File: src/rtl/shadow_pkg.sv
`timescale 1ns/1ps
package shadow_pkg;

    typedef enum logic [0:0] {
        ST_IDLE = 1'b0,
        ST_EVAL = 1'b1
    } chg_state_e;

    // Routing of one region: rd/wr = 1 means internal DRAM.
    typedef struct packed {
        logic rd;
        logic wr;
    } route_t;

    localparam logic [7:0] WIN_WMASK = 8'hEE;
    localparam logic [7:0] TOP_WMASK = 8'hE8;

    localparam int LO_RD_BIT = 7;
    localparam int LO_WR_BIT = 5;
    localparam int HI_RD_BIT = 3;
    localparam int HI_WR_BIT = 1;
    localparam int BM_EN_BIT = 3;

endpackage

File: src/rtl/shadow_regfile.sv
`timescale 1ns/1ps
module shadow_regfile
    import shadow_pkg::*;
#(
    parameter int N_WIN = 6,
    parameter int IDX_W = 3,
    localparam int N_REG = N_WIN + 1
) (
    input  logic                  clk,
    input  logic                  rst_n,
    input  logic                  wr_en,
    input  logic [IDX_W-1:0]      wr_idx,
    input  logic [7:0]            wr_data,
    input  logic [IDX_W-1:0]      rd_idx,
    output logic [7:0]            rd_data,
    output logic [N_REG-1:0][7:0] regs_o
);

    logic [N_REG-1:0][7:0] regs_q;

    for (genvar gi = 0; gi < N_REG; gi++) begin : g_reg
        localparam logic [7:0] WMASK = (gi == N_WIN) ? TOP_WMASK : WIN_WMASK;

        always_ff @(posedge clk) begin
            if (!rst_n) begin
                regs_q[gi] <= 8'h00;
            end else if (wr_en && (wr_idx == IDX_W'(gi))) begin
                regs_q[gi] <= wr_data & WMASK;
            end
        end
    end

    always_comb begin
        rd_data = 8'h00;
        for (int i = 0; i < N_REG; i++) begin
            if (rd_idx == IDX_W'(i)) begin
                rd_data = regs_q[i];
            end
        end
    end

    assign regs_o = regs_q;

    if (N_REG < (1 << IDX_W)) begin : g_oor_chk
        AST_OOR_WRITE_IGNORED: assert property (@(posedge clk) disable iff (!rst_n)
            (wr_en && (wr_idx >= IDX_W'(N_REG))) |=> $stable(regs_q));
    end

endmodule

File: src/rtl/shadow_route.sv
`timescale 1ns/1ps
module shadow_route
    import shadow_pkg::*;
#(
    parameter int N_WIN = 6,
    localparam int N_REG = N_WIN + 1,
    localparam int N_REGION = 2 * N_WIN + 1
) (
    input  logic [N_REG-1:0][7:0]    regs_i,
    output route_t [N_REGION-1:0]    cpu_eff,
    output route_t [N_REGION-1:0]    bm_eff
);

    logic bm_on;
    logic unused_rsvd;

    assign bm_on = regs_i[N_WIN][BM_EN_BIT];

    for (genvar gw = 0; gw < N_WIN; gw++) begin : g_win
        assign cpu_eff[2*gw]   = {regs_i[gw][LO_RD_BIT], regs_i[gw][LO_WR_BIT]};
        assign cpu_eff[2*gw+1] = {regs_i[gw][HI_RD_BIT], regs_i[gw][HI_WR_BIT]};
    end

    assign cpu_eff[N_REGION-1] = {regs_i[N_WIN][LO_RD_BIT], regs_i[N_WIN][LO_WR_BIT]};

    for (genvar gr = 0; gr < N_REGION; gr++) begin : g_bm
        assign bm_eff[gr] = bm_on ? cpu_eff[gr] : route_t'(2'b00);
    end

    assign unused_rsvd = ^regs_i;

endmodule

File: src/rtl/shadow_lookup.sv
`timescale 1ns/1ps
module shadow_lookup
    import shadow_pkg::*;
#(
    parameter int              N_WIN     = 6,
    parameter int              ADDR_W    = 20,
    parameter logic [ADDR_W-1:0] BASE_ADDR = 20'hC0000,
    localparam int N_REGION  = 2 * N_WIN + 1,
    localparam int HALF_LOG2 = 14,
    localparam int TOP_LOG2  = 16,
    localparam int WIN_SPAN  = N_WIN << (HALF_LOG2 + 1),
    localparam int TOP_END   = WIN_SPAN + (1 << TOP_LOG2),
    localparam int SEL_W     = $clog2(N_REGION)
) (
    input  logic [ADDR_W-1:0]      addr,
    input  logic                   is_write,
    input  logic                   is_bm,
    input  route_t [N_REGION-1:0]  cpu_eff,
    input  route_t [N_REGION-1:0]  bm_eff,
    output logic                   in_window,
    output logic                   internal
);

    logic [ADDR_W-1:0] off;
    logic [SEL_W-1:0]  sel;
    route_t            pick;

    assign off = addr - BASE_ADDR;

    always_comb begin
        in_window = 1'b0;
        sel       = '0;
        if (addr >= BASE_ADDR) begin
            if (off < ADDR_W'(WIN_SPAN)) begin
                in_window = 1'b1;
                sel       = SEL_W'(off >> HALF_LOG2);
            end else if (off < ADDR_W'(TOP_END)) begin
                in_window = 1'b1;
                sel       = SEL_W'(N_REGION - 1);
            end
        end
    end

    always_comb begin
        pick = route_t'(2'b00);
        for (int r = 0; r < N_REGION; r++) begin
            if (sel == SEL_W'(r)) begin
                pick = is_bm ? bm_eff[r] : cpu_eff[r];
            end
        end
        internal = in_window & (is_write ? pick.wr : pick.rd);
    end

endmodule

File: src/rtl/shadow_change_fsm.sv
`timescale 1ns/1ps
module shadow_change_fsm
    import shadow_pkg::*;
#(
    parameter int N_REGION = 13
) (
    input  logic                   clk,
    input  logic                   rst_n,
    input  logic                   wr_en,
    input  route_t [N_REGION-1:0]  cpu_eff,
    input  route_t [N_REGION-1:0]  bm_eff,
    output logic                   chg_valid,
    output logic [N_REGION-1:0]    chg_cpu_mask,
    output logic [N_REGION-1:0]    chg_bm_mask
);

    chg_state_e st_q, st_d;
    route_t [N_REGION-1:0] cpu_prev_q, bm_prev_q;
    logic   [N_REGION-1:0] cpu_diff, bm_diff;

    for (genvar g = 0; g < N_REGION; g++) begin : g_diff
        assign cpu_diff[g] = |(cpu_eff[g] ^ cpu_prev_q[g]);
        assign bm_diff[g]  = |(bm_eff[g] ^ bm_prev_q[g]);
    end

    always_comb begin
        st_d = st_q;
        unique case (st_q)
            ST_IDLE: if (wr_en) st_d = ST_EVAL;
            ST_EVAL: st_d = wr_en ? ST_EVAL : ST_IDLE;
        endcase
    end

    always_ff @(posedge clk) begin
        if (!rst_n) st_q <= ST_IDLE;
        else        st_q <= st_d;
    end

    always_ff @(posedge clk) begin
        if (!rst_n) begin
            cpu_prev_q   <= '0;
            bm_prev_q    <= '0;
            chg_valid    <= 1'b0;
            chg_cpu_mask <= '0;
            chg_bm_mask  <= '0;
        end else if (st_q == ST_EVAL) begin
            cpu_prev_q   <= cpu_eff;
            bm_prev_q    <= bm_eff;
            chg_valid    <= |{cpu_diff, bm_diff};
            chg_cpu_mask <= cpu_diff;
            chg_bm_mask  <= bm_diff;
        end else begin
            chg_valid    <= 1'b0;
            chg_cpu_mask <= '0;
            chg_bm_mask  <= '0;
        end
    end

    AST_PULSE_FROM_EVAL: assert property (@(posedge clk) disable iff (!rst_n)
        chg_valid |-> $past(st_q == ST_EVAL));
    AST_WRITE_ENTERS_EVAL: assert property (@(posedge clk) disable iff (!rst_n)
        ($past(wr_en) && $past(rst_n)) |-> (st_q == ST_EVAL));
    AST_QUIET_MASKS: assert property (@(posedge clk) disable iff (!rst_n)
        !chg_valid |-> ((chg_cpu_mask == '0) && (chg_bm_mask == '0)));

endmodule

File: src/rtl/shadow_attr_decoder.sv
`timescale 1ns/1ps
module shadow_attr_decoder
    import shadow_pkg::*;
#(
    parameter int                N_WIN     = 6,
    parameter int                ADDR_W    = 20,
    parameter logic [ADDR_W-1:0] BASE_ADDR = 20'hC0000,
    localparam int N_REG    = N_WIN + 1,
    localparam int N_REGION = 2 * N_WIN + 1,
    localparam int IDX_W    = $clog2(N_REG)
) (
    input  logic                clk,
    input  logic                rst_n,
    input  logic                cfg_wr_en,
    input  logic [IDX_W-1:0]    cfg_wr_idx,
    input  logic [7:0]          cfg_wr_data,
    input  logic [IDX_W-1:0]    cfg_rd_idx,
    output logic [7:0]          cfg_rd_data,
    input  logic [ADDR_W-1:0]   acc_addr,
    input  logic                acc_write,
    input  logic                acc_busmaster,
    output logic                acc_in_window,
    output logic                acc_internal,
    output logic                chg_valid,
    output logic [N_REGION-1:0] chg_cpu_mask,
    output logic [N_REGION-1:0] chg_bm_mask
);

    logic [N_REG-1:0][7:0] regs;
    route_t [N_REGION-1:0] cpu_eff, bm_eff;

    shadow_regfile #(.N_WIN(N_WIN), .IDX_W(IDX_W)) u_regs (
        .clk     (clk),
        .rst_n   (rst_n),
        .wr_en   (cfg_wr_en),
        .wr_idx  (cfg_wr_idx),
        .wr_data (cfg_wr_data),
        .rd_idx  (cfg_rd_idx),
        .rd_data (cfg_rd_data),
        .regs_o  (regs)
    );

    shadow_route #(.N_WIN(N_WIN)) u_route (
        .regs_i  (regs),
        .cpu_eff (cpu_eff),
        .bm_eff  (bm_eff)
    );

    shadow_lookup #(.N_WIN(N_WIN), .ADDR_W(ADDR_W), .BASE_ADDR(BASE_ADDR)) u_lookup (
        .addr      (acc_addr),
        .is_write  (acc_write),
        .is_bm     (acc_busmaster),
        .cpu_eff   (cpu_eff),
        .bm_eff    (bm_eff),
        .in_window (acc_in_window),
        .internal  (acc_internal)
    );

    shadow_change_fsm #(.N_REGION(N_REGION)) u_chg (
        .clk          (clk),
        .rst_n        (rst_n),
        .wr_en        (cfg_wr_en),
        .cpu_eff      (cpu_eff),
        .bm_eff       (bm_eff),
        .chg_valid    (chg_valid),
        .chg_cpu_mask (chg_cpu_mask),
        .chg_bm_mask  (chg_bm_mask)
    );

    AST_OUTSIDE_EXTERNAL: assert property (@(posedge clk) disable iff (!rst_n)
        !acc_in_window |-> !acc_internal);
    AST_BM_GATED: assert property (@(posedge clk) disable iff (!rst_n)
        !regs[N_WIN][BM_EN_BIT] |-> (bm_eff == '0));
    AST_BM_MIRROR: assert property (@(posedge clk) disable iff (!rst_n)
        regs[N_WIN][BM_EN_BIT] |-> (bm_eff == cpu_eff));

endmodule

File: config.mk
export PLATFORM = sky130hd
export DESIGN_NAME = shadow_attr_decoder
export DESIGN_NICKNAME = d
export VERILOG_FILES = /design/src/rtl/shadow_pkg.sv /design/src/rtl/shadow_regfile.sv /design/src/rtl/shadow_route.sv /design/src/rtl/shadow_lookup.sv /design/src/rtl/shadow_change_fsm.sv /design/src/rtl/shadow_attr_decoder.sv
export SDC_FILE = /design/constraint.sdc
export NUM_CORES = 1
export LEC_CHECK = 0
export ABC_AREA = 1
export BUFFER_PORTS_ARGS = -buffer_cell sky130_fd_sc_hd__buf_2
export CAP_MARGIN = 20
export CORE_MARGIN = 2
export CORE_UTILIZATION = 41
export CTS_CLUSTER_SIZE = 12
export DETAILED_ROUTE_END_ITERATION = 12
export GPL_TIMING_DRIVEN = 0
export PLACE_DENSITY_LB_ADDON = 0.2
export SLEW_MARGIN = 0
export SYNTH_ARGS = -nofsm -noshare
export SYNTH_HDL_FRONTEND = slang
export SYNTH_SLANG_ARGS = --single-unit
File: constraint.sdc
create_clock -name clk -period 3.4 [get_ports clk]
set_clock_uncertainty 0.15 [all_clocks]
set_input_delay 0.17 -clock clk [delete_from_list [all_inputs] [get_ports clk]]
set_output_delay 0.17 -clock clk [all_outputs]
set_load 0.02 [all_outputs]
# Yosys cells after proc, flatten, opt, wreduce, memory -nomap -nowiden
# Index checks and enable logic that the tools add are counted.
# op_classes
n_shift	0
bitwise	27
n_reduce_logical	38
order_cmp	3
eq_ne	24
muxes	54
addsub	1
multipliers	0
div	0
# op_table
op	n
$mux W2	39
$mux W8	7
$reduce_or A2 Y1	26
$reduce_or A52 Y1	1
$xor A2 B2 Y2	26
$eq A4 B4 Y1 const B	5
$ge A20 B20 Y1 const B	1
$lt A20 B18 Y1 const B	1
$lt A20 B19 Y1 const B	1
$sub A20 B20 Y20 const B	1
$eq A3 B3 Y1 const B	6
$eq A4 B3 Y1 const B	4
$eq A3 B2 Y1 const B	4
$mux W4	3
$eq A4 B2 Y1 const B	2
$logic_and A1 B1 Y1	7
$eq A3 B1 Y1 const B	2
$logic_not A3 Y1	2
$mux W1	5
$eq A4 B1 Y1 const B	1
$logic_not A4 Y1	1
$reduce_and A2 Y1	1
$and A1 B1 Y1	1
# totals
mem_bits_rw	0
register_bits	120
latchBits	0
n_memories	0
word_cells	210
in_bits	39
mem_bits_ro	0
output_inout_bits	37

# Logic depth before layout (Yosys ltp)
# Gate-level depths: netlist (run 1).
# depth
word_depth	21
ltp_mapped	18
ltp_nobuf	18

# By module
# Synthesis (run 1) repeated with hierarchy kept, for this count alone.
# unflattened
cells_unflattened	977
area_unflattened_um2	6482.5
# by_module_without_submodules
module	area_each_um2	seq_area_each_um2	instances	cells_each
shadow_change_fsm	3410.8	1601.5	1	495
shadow_regfile	1955.6	800.8	1	282
shadow_lookup	691.9	0.0	1	119
shadow_route	424.2	0.0	1	81

# Least setup slack after synthesis (run 1)
# No wires, ideal clock.
# synth_path
path_type	input to output
startpoint	input acc_addr[19]
endpoint	output acc_internal
n_path_buf	0
arrival_time_ps	1449
required_time_ps	3080
path_stages	16
path_slack_ps	1631
cell_sequence	nand2_2 > clkinv_4 > o21ai_2 > inv_2 > nor2_1 > nand3b_1 > nand2_1 > nand2_1 > nand2_1 > nand2_1 > nand2_1 > nand2_1 > nand2_1 > nand4_1 > a21oi_1 > nor2_2
# synth_via
elab_cells_between_ends	38
cone_classes	add/sub (1); order compare (3); eq/ne (12); mux (20); bitwise (1); reduce/logical (1)
# synth_lines
element	line	text
start: declaration	shadow_attr_decoder.sv:19	input logic [ADDR_W-1:0] acc_addr,
$sub A20 B20 Y20	shadow_lookup.sv:28	assign off = addr - BASE_ADDR;
$lt A20 B19 Y1	shadow_lookup.sv:37	end else if (off < ADDR_W'(TOP_END)) begin
$mux W1	shadow_lookup.sv:37	
$mux W1	shadow_lookup.sv:34	if (off < ADDR_W'(WIN_SPAN)) begin
$mux W1 *	shadow_lookup.sv:33	if (addr >= BASE_ADDR) begin
via acc_in_window	shadow_attr_decoder.sv:22	output logic acc_in_window,
$and A1 B1 Y1 *	shadow_lookup.sv:51	internal = in_window & (is_write ? pick.wr : pick.rd);
end: declaration	shadow_attr_decoder.sv:23	output logic acc_internal,
# Mark *: on every way through the listed nets, which the timed path passes. The rest lies on a longest branch.

# Worst setup path in the final report (run 1)
# layout_path
startpoint	register u_regs.regs_q (netlist bit u_regs.regs_o[51])
endpoint	output acc_internal
# layout_via
elab_chain_len	17
elab_cells_between_ends	41
cone_classes	mux (40); bitwise (1)
# layout_lines
element	line	text
start: declaration	shadow_regfile.sv:19	logic [N_REG-1:0][7:0] regs_q;
start signal: indexed assignment	shadow_regfile.sv:28	regs_q[gi] <= wr_data & WMASK;
$mux W2	shadow_route.sv:27	assign bm_eff[gr] = bm_on ? cpu_eff[gr] : route_t'(2'b00);
$mux W2	shadow_lookup.sv:48	pick = is_bm ? bm_eff[r] : cpu_eff[r];
$mux W2 (12 in a row)	shadow_lookup.sv:47	if (sel == SEL_W'(r)) begin
$mux W2 *	shadow_lookup.sv:47	
$mux W1 *	shadow_lookup.sv:51	
$and A1 B1 Y1 *	shadow_lookup.sv:51	
# Every way passes the cells marked *; elsewhere a longest branch is shown, timed or not.

==> results.toml, run 1 <==
[timing]
hold_viol_final = 0
rsz0062_at_grt = "no"
finalSetupViolCount = 0
finalSetupTns_ns = 0
relSlewSlack_pct = 49.23
max_freq_mhz = 399.4
fin_crit_sh_pct = 73.64
finalCriticalPeriod_ns = 2.504
worstMarginPinSlew_ns = 0.7557
finalMaxSlewViolations = 0

[synth]
postSynthAreaPerCell_sq_um = 7.558
synthFlopType = "dfxtp_1"
synth.distinct_cells = 36
syn-cell-area_sq_um = 5223
synth_enable_flop_cells = 0
synth.yosys.warnings = 0
seq_area_frac_synth_pct = 46.00
synth-seq-cells = 120
synthCells = 691
synthArstFlopShare_pct = 0

[placed_design]
placedInstanceArea_sq_um = 5722
dp_hpwl_um = 11080
port_buffers = 56
dp.cells = 920
gp_congestion = 0.9163

[worst_setup_path]
crit_chain = "inv_1, nand2_1, inv_1, nor2_1, a21oi_1, nand2_1, nand2_1, nand2_1, nand2_1, nand2_1, nand2_1, nand4_1, a21oi_1, nor2_2, buf_2"
slowest_stage = "dfxtp_1"
endpoint_kind = "primary output"
critPathLaunchType = "flop"
crit_top_cell = "nand2_1"
cp.required_ns = 3.08
cpPeakStageDelay_ns = 0.34
cp_max_fo = 8
arrival_ns = 2.18
crit_type = "flop to primary output"
r2r_setup_slack_ns = 1.20

[die]
start_util_pct = 41.72
die_w_um = 116.9
fp.dieH_um = 116.9
dieArea_sq_um = 13660
io_pins = 76
placementRows = 41
core-area_sq_um = 12520

[power_and_ir_drop]
cellLeakagePower_nw = 2.595
switching_power_uw = 807.9
pwr-share-seq_pct = 41.8
p_int_mw = 2.676
swShare_pct = 23.19
clock_power_share_pct = 51.1
finalPower_mw = 3.484
power.density_nw_per_um2 = 548.2
vdd_drop_max_mv = 0.3118
combPwrFrac_pct = 7.1

[outcome]
status = "finished, final reports clean"

[job]
cap_violations = 0

[clocking]
clockBufferDepth = 2
numCtsBuffers = 17
cts_tree = "yes"
root_buffer = "clkbuf_16"
cts_sinks = 120
htreeDepth = 4
clk_latency_ns = 0.42
clkTransAtPathRegs_ns = 0.06
cts_setup_buffers = 0

[routing]
drc = 0
post_drt_wl_per_cell_um = 15.05
first_iter_violations = 389
wl_um = 14390
route.vias.total = 4856
dr.pass1.iters = 5
via_per_inst = 5.079
final_antenna_net_count = 0

[global_routing]
grt_overflow = 0
first_global_vias = 4553
grt_pass1_wl_um = 22610
use_met1_pct = 27.54
grt_usage_pct = 22.01
top_usage_layer = "met2"
grt_util_met3_pct = 5.201
grt_max_degree = 17
met2_usage_pct = 35.18
antenna_found_initial = 0

[final_layout]
instances_no_fill = 956
antennaDiodeCount = 0
fin_area_sq_um = 6356
area_growth_pct = 21.71
nNetsFinal = 810
drive_above_1_share_pct = 13.90

[worst_hold_path]
hp-class = "primary input to flop"
## power groups by stage
stage | Combinational [mW] | Clock (mW) | Sequential [mW]
final | 0.247 | 1.78 | 1.46
after detailed placement | 0.240 | 0 | 1.48
after CTS | 0.245 | 1.81 | 1.46
after global routing | 0.272 | 1.87 | 1.46
after global placement | 0.237 | 0 | 1.48
after floorplan | 0.151 | 0 | 1.48
## layout by cell type (no fill, tap or decap), types with 9 or more instances in the layout
master	netlist	final
clkbuf_16	0	17
inv_1	94	94
o21ai_0	60	60
o22ai_1	47	47
nor2_1	88	88
a21oi_1	55	55
nand4_1	9	9
nand2_1	80	80
clkbuf_1	18	20
nor3_1	9	9
xor2_1	37	37
dfxtp_1	120	120
nand3_1	27	27
buf_2	1	57
## final cells by class
class                           count  area, sq um
Clock inverter                      8        92.59
Clock buffer                       24        501.7
Multi-Input combinational cell    443         2305
Timing Repair Buffer               60        320.3
Fill cell                        1264         6161
Inverter                          104        395.4
Tap cell                          172        215.2
Sequential cell                   120         2402
Buffer                             25        123.9
## worst max-delay path: cells and delay by family, from the launching register on
kind,cells,cell delay (ns)
AND/OR/NAND/NOR,10,0.64
buffers and inverters,3,0.47
flip-flops,1,0.34
AO/OA/AOI/OAI,2,0.31
## final timing paths
| path | from | to | cells past startpoint |
|---|---|---|---|
| setup reg to reg | u_regs.regs_o[51] | u_chg.chg_valid | 8 |
| hold reg to reg | u_regs.regs_o[30] | u_regs.regs_o[30] | 2 |
| hold / removal | cfg_wr_data[3] | u_regs.regs_o[3] | 3 |
| setup / recovery | u_regs.regs_o[51] | acc_internal | 15 |
## through the flow
step | worst slack (ns) | hold slack, ns | util [%]
after detailed placement | 1.185 | 0.2511 | 45.71
after global placement | 1.183 | 0.2463 | 45.71
final | 0.8962 | 0.02092 | 50.78
after CTS | 0.8889 | 0.0006677 | 50.78
after floorplan | 1.631 | 0.1176 | -
after global routing | 0.6976 | 0.01325 | 50.78
## timing repair
item | 4_1_cts | 5_1_grt
gates resized for setup | 0 | 0
endpoints found under the setup margin | 0 | 0
endpoints found under the hold margin | 16 | 0
hold buffers | 4 | 0
## cells by family after synthesis
group	after synthesis	synth area share (%)
other cells	1	0.07180
xor+xnor	37	6.205
simple gates	227	18.90
buf+inv	129	9.942
flops	120	46.00
compound gates	177	18.88
## routing by layer
metal	wire, um	up-vias
li1	-	2441
met1	6533	2198
met2	6449	173
met3	856	44
met4	546	0
met5	0	-
## flip-flops by register name, summed over array words and instances, names as in the netlist
signal              count
u_chg.chg_cpu_mask     13
u_regs.regs_o          40
u_chg.chg_bm_mask      13
u_chg.st_q              1
u_chg.bm_prev_q        26
u_chg.chg_valid         1
u_chg.cpu_prev_q       26
## cells in the mapped netlist, types with 4 or more instances
cell type	n	area share, %
dfxtp_1	120	46
inv_1	94	6.8
nor2_1	88	6.3
nand2_1	80	5.7
o21ai_0	60	5.7
a21oi_1	55	5.3
o22ai_1	47	5.6
xor2_1	37	6.2
nand3_1	27	2.6
clkbuf_1	18	1.3
nand4_1	9	1.1
nor3_1	9	0.86
clkinv_1	6	0.43
a31oi_1	4	0.48
(Power assumes the default switching activity.)
==> inputs of run 2 (changes only) <==
==> constraint.sdc (replaced) <==
create_clock -name clk -period 2.6 [get_ports clk]
set_clock_uncertainty 0.15 [all_clocks]
set_input_delay 0.13 -clock clk [delete_from_list [all_inputs] [get_ports clk]]
set_output_delay 0.13 -clock clk [all_outputs]
set_load 0.02 [all_outputs]
==> run 2 against run 1 <==
  * Final cell count is 0.31% higher
  * Flip-flop and latch count is the same
  * Via count up 0.74%
  * Design area grew 0.47%
  * Largest power group unchanged
  * Register-to-register slack worse by 0.81 ns
  * Critical path type unchanged
  * Sequential power up 30%
==> results.toml, run 2 (synthesis gave the netlist of run 1 again) <==
[die]
io_pins = 76
placementRows = 41
core-area_sq_um = 12520
dieArea_sq_um = 13660
die_w_um = 116.9
start_util_pct = 41.72
fp.dieH_um = 116.9

[clocking]
clockBufferDepth = 2
htreeDepth = 4
cts_tree = "yes"
root_buffer = "clkbuf_16"
clk_latency_ns = 0.42
cts_sinks = 120
numCtsBuffers = 17
clkTransAtPathRegs_ns = 0.05

[timing]
finalSetupViolCount = 0
fin_crit_sh_pct = 92.23
finalSetupTns_ns = 0
holdWs_ns = 0.05750
finalMaxSlewViolations = 0
rsz0062_at_grt = "no"
timing.final.ws_setup_ns = 0.2020
worstMarginPinSlew_ns = 0.7886
hold_viol_final = 0
max_freq_mhz = 417.0
relSlewSlack_pct = 47.02
finalCriticalPeriod_ns = 2.398

[routing]
final_antenna_net_count = 0
via_per_inst = 5.101
drc = 0
wl_um = 14380
first_iter_violations = 383
post_drt_wl_per_cell_um = 15.00
dr.pass1.iters = 5
route.vias.total = 4892

[power_and_ir_drop]
vdd_drop_max_mv = 0.4073
cellLeakagePower_nw = 2.607
power.density_nw_per_um2 = 713.8

[global_routing]
use_met1_pct = 27.57
antenna_found_initial = 0
grt_pass1_wl_um = 22630
grt_overflow = 0
grt_util_met3_pct = 5.201
first_global_vias = 4562
grt_max_degree = 17
top_usage_layer = "met2"
met2_usage_pct = 35.18
grt_usage_pct = 22.03

[worst_hold_path]
hold_start = "cfg_wr_idx[0]"
min_path_cells = 4
hp-class = "primary input to flop"
holdPathEnd = "u_regs.regs_o[25]"

[placed_design]
gp_congestion = 0.9163
placedInstanceArea_sq_um = 5722
port_buffers = 56
dp_slack_ns = 0.3855
dp_hpwl_um = 11080

[final_layout]
largest_register_ffs = 40
register_area_sq_um = 2402
postLayoutCoreUtil_pct = 51.02
multi_input_area_sq_um = 2305
layout_common_cells = "dfxtp_1 (120), inv_1 (93), nor2_1 (88)"
area_growth_pct = 22.28
nNetsFinal = 813
antennaDiodeCount = 0
n_fill_cell = 1264
layout_commonest_cell = "dfxtp_1"
drive_above_1_share_pct = 13.98
fin_area_sq_um = 6386

[worst_setup_path]
rr_startpoint = "u_regs.regs_o[51]"
rr_worst_depth = 8
cp_max_fo = 8
cp.required_ns = 2.32
r2r_end = "u_chg.chg_valid"
arrival_ns = 2.12
crit_type = "flop to primary output"
r2r_setup_slack_ns = 0.39
critPathLaunchType = "flop"
endpoint_kind = "primary output"

[outcome]
status = "finished, final reports clean"

[job]
cap_violations = 0
-- run 2: worst max path at each step --
stage                                  from               to  slack (ns)  depth (start not counted)
after floorplan                acc_addr[19]     acc_internal        0.91                         16
after global placement    u_regs.regs_o[51]  u_chg.chg_valid        0.38                          8
after detailed placement  u_regs.regs_o[51]  u_chg.chg_valid        0.39                          8
after CTS                 u_regs.regs_o[51]     acc_internal        0.13                         15
after global routing      u_regs.regs_o[51]     acc_internal        0.01                         15
final                     u_regs.regs_o[51]     acc_internal        0.20                         15
-- run 2: where the power goes --
part           leakage, nW  internal, mW  switching, mW
sequential           0.970          1.87         0.0303
clock                0.296          1.53          0.801
combinational         1.34         0.102          0.225
total                 2.61          3.50           1.06
-- run 2: what timing repair did --
action,in CTS,in global routing
hold buffers,7,0
setup buffers,0,0
gates resized for setup,0,1
endpoints found under the setup margin,0,1
endpoints found under the hold margin,38,0
-- run 2: stage by stage --
stage	instances	power, mW
global placement	920	2.251
CTS	959	4.593
global route	959	4.715
finish	959	4.559
detailed placement	920	2.256
floorplan	692	2.133
-- run 2: worst max-delay path, stage by stage, from the launching register on --
cell and delay (ns):
dfxtp_1 0.33, inv_1 0.10, nand2_1 0.12, inv_2 0.15
nor2_1 0.05, a21oi_1 0.14, nand2_1 0.06, nand2_1 0.06
nand2_1 0.05, nand2_1 0.07, nand2_1 0.06, nand2_1 0.06
nand4_1 0.08, a21oi_1 0.17, nor2_2 0.05, buf_2 0.16
-- run 2: final cells by class --
type | count | area share (%)
clock inverters | 8 | 1.450
flip-flops and latches | 120 | 37.62
clock buffers | 24 | 7.857
inverters | 104 | 6.191
well taps | 172 | 3.370
multi-input cells | 443 | 36.09
repair buffers | 63 | 5.486
plain buffers | 25 | 1.940
-- run 2: metal layers --
metal  vias to the layer above  share of wire, %
met5                         -                 0
met4                         0               3.7
met3                        43               6.5
met2                       180                45
met1                      2220                45
li1                       2449                 -
==> inputs of run 3 (changes only) <==
--- a/config.mk
+++ b/config.mk
@@ -6,7 +6,7 @@
 export NUM_CORES = 1
 export LEC_CHECK = 0
 export ABC_AREA = 1
-export BUFFER_PORTS_ARGS = -buffer_cell sky130_fd_sc_hd__buf_2
+export BUFFER_PORTS_ARGS = -buffer_cell sky130_fd_sc_hd__buf_4
 export CAP_MARGIN = 20
 export CORE_MARGIN = 2
 export CORE_UTILIZATION = 41
==> run 3 against run 2 <==
  * Setup slack improved by 0.034 ns
  * Sequential share of layout area shrank 0.74 points
  * Non-clock buffer count rose by 1
  * Via count is 1.9% lower
  * Flip-flop and latch count unchanged
  * Critical path depth unchanged
  * First-iteration DRC count is 3.7% lower
  * Wire length is 0.81% higher
  * Largest cell class unchanged
==> results.toml, run 3 (synthesis gave the netlist of run 1 again) <==
[final_layout]
largest_register_ffs = 40
antennaDiodeCount = 0
layout_commonest_cell = "dfxtp_1"
area_growth_pct = 24.75
instances_no_fill = 960
drive_above_1_share_pct = 14.09
layout_common_cells = "dfxtp_1 (120), inv_1 (93), nor2_1 (88)"
nNetsFinal = 814
fin_area_sq_um = 6515

[placed_design]
gp_congestion = 0.9092
dp_hpwl_um = 11370
dp.cells = 920
port_buffers = 56
placedInstanceArea_sq_um = 5862

[clocking]
numCtsBuffers = 17
root_buffer = "clkbuf_16"
cts_tree = "yes"
clockBufferDepth = 2
clk_latency_ns = 0.41
htreeDepth = 4
cts_sinks = 120
clkTransAtPathRegs_ns = 0.05

[die]
fp.dieH_um = 116.9
core-area_sq_um = 12520
placementRows = 41
io_pins = 76
start_util_pct = 41.72
die_w_um = 116.9
dieArea_sq_um = 13660

[power_and_ir_drop]
vdd_drop_max_mv = 0.3758
cellLeakagePower_nw = 2.616
pwr-share-seq_pct = 42.4
power.density_nw_per_um2 = 689.5
swShare_pct = 23.35
finalPower_mw = 4.492
switching_power_mw = 1.049
combPwrFrac_pct = 7.7
clock_power_share_pct = 49.9
p_int_mw = 3.443

[routing]
wl_um = 14500
route.vias.total = 4797
dr.pass1.iters = 5
first_iter_violations = 369
final_antenna_net_count = 0
drc = 0
via_per_inst = 4.997
post_drt_wl_per_cell_um = 15.10

[worst_setup_path]
critPathLaunchType = "flop"
cp.required_ns = 2.32
crit_type = "flop to primary output"
arrival_ns = 2.08
endpoint_kind = "primary output"
cp_max_fo = 8

[outcome]
status = "finished, final reports clean"

[timing]
finalSetupTns_ns = 0
max_freq_mhz = 423.0
finalMaxSlewViolations = 0
worstMarginPinSlew_ns = 0.7693
rsz0062_at_grt = "no"
finalSetupViolCount = 0
hold_viol_final = 0
fin_crit_sh_pct = 90.92
relSlewSlack_pct = 48.32
finalCriticalPeriod_ns = 2.364

[global_routing]
grt_pass1_wl_um = 23270
grt_max_degree = 17
grt_overflow = 0
first_global_vias = 4661
grt_usage_pct = 22.59
antenna_found_initial = 0

[job]
cap_violations = 0

[worst_hold_path]
hp-class = "primary input to flop"
run 3: final cells by class:
cell class              instances  area (sq um)
multi-input cells             443          2311
well taps                     172         215.2
clock buffers                  23         467.9
repair buffers                 64         498.0
clock inverters                 9         98.84
inverters                     104         397.9
fillers                      1248          6002
flip-flops and latches        120          2402
plain buffers                  25         123.9
run 3: power groups by stage:
stage	logic [mW]	clock network [mW]	registers, mW
global placement	0.326	0	1.94
CTS	0.341	2.27	1.90
detailed placement	0.331	0	1.94
finish	0.346	2.24	1.90
floorplan	0.197	0	1.94
global route	0.381	2.37	1.91
run 3: through the flow:
step / hold slack, ns / util [%] / setup slack, ns
2_1_floorplan: 0.07763 / - / 0.9113
3_3_place_gp: 0.1932 / 46.83 / 0.4029
3_5_place_dp: 0.1989 / 46.83 / 0.4106
4_1_cts: 0.03881 / 51.92 / 0.06033
5_1_grt: 0.06466 / 52.05 / 0.01699
6_report: 0.06198 / 52.05 / 0.2360
run 3: path summary, 6_finish.rpt:
check	startpoint	end	depth (start not counted)	slack [ns]
max reg2reg	u_regs.regs_o[51]	u_chg.chg_valid	8	0.36
min	cfg_wr_idx[0]	u_regs.regs_o[38]	6	0.06
max	u_regs.regs_o[51]	acc_internal	15	0.24
min reg2reg	u_regs.regs_o[26]	u_regs.regs_o[26]	2	0.30
run 3: critical path, stage by stage, from the launching register on:
cell and delay [ns]:
dfxtp_1 0.32, inv_1 0.11, nand2_2 0.12, inv_4 0.11, nor2_1 0.05, a21oi_1 0.14
nand2_1 0.07, nand2_1 0.06, nand2_1 0.05, nand2_1 0.07, nand2_1 0.05, nand2_1 0.06
nand4_1 0.10, a21oi_2 0.15, nor2_2 0.06, buf_4 0.15
run 3: repair_timing:
item	CTS	global route
hold endpoints to repair	41	0
setup endpoints to repair	0	1
buffers inserted	0	1
hold buffers	7	0
resized for setup	0	4
run 3: layer usage:
metal	global-route usage, %	routed length [um]	share of wire [%]
met1	28.08	6508	45
met4	12.55	528	3.6
met3	4.583	771	5.3
met5	0	0	0
met2	36.76	6690	46
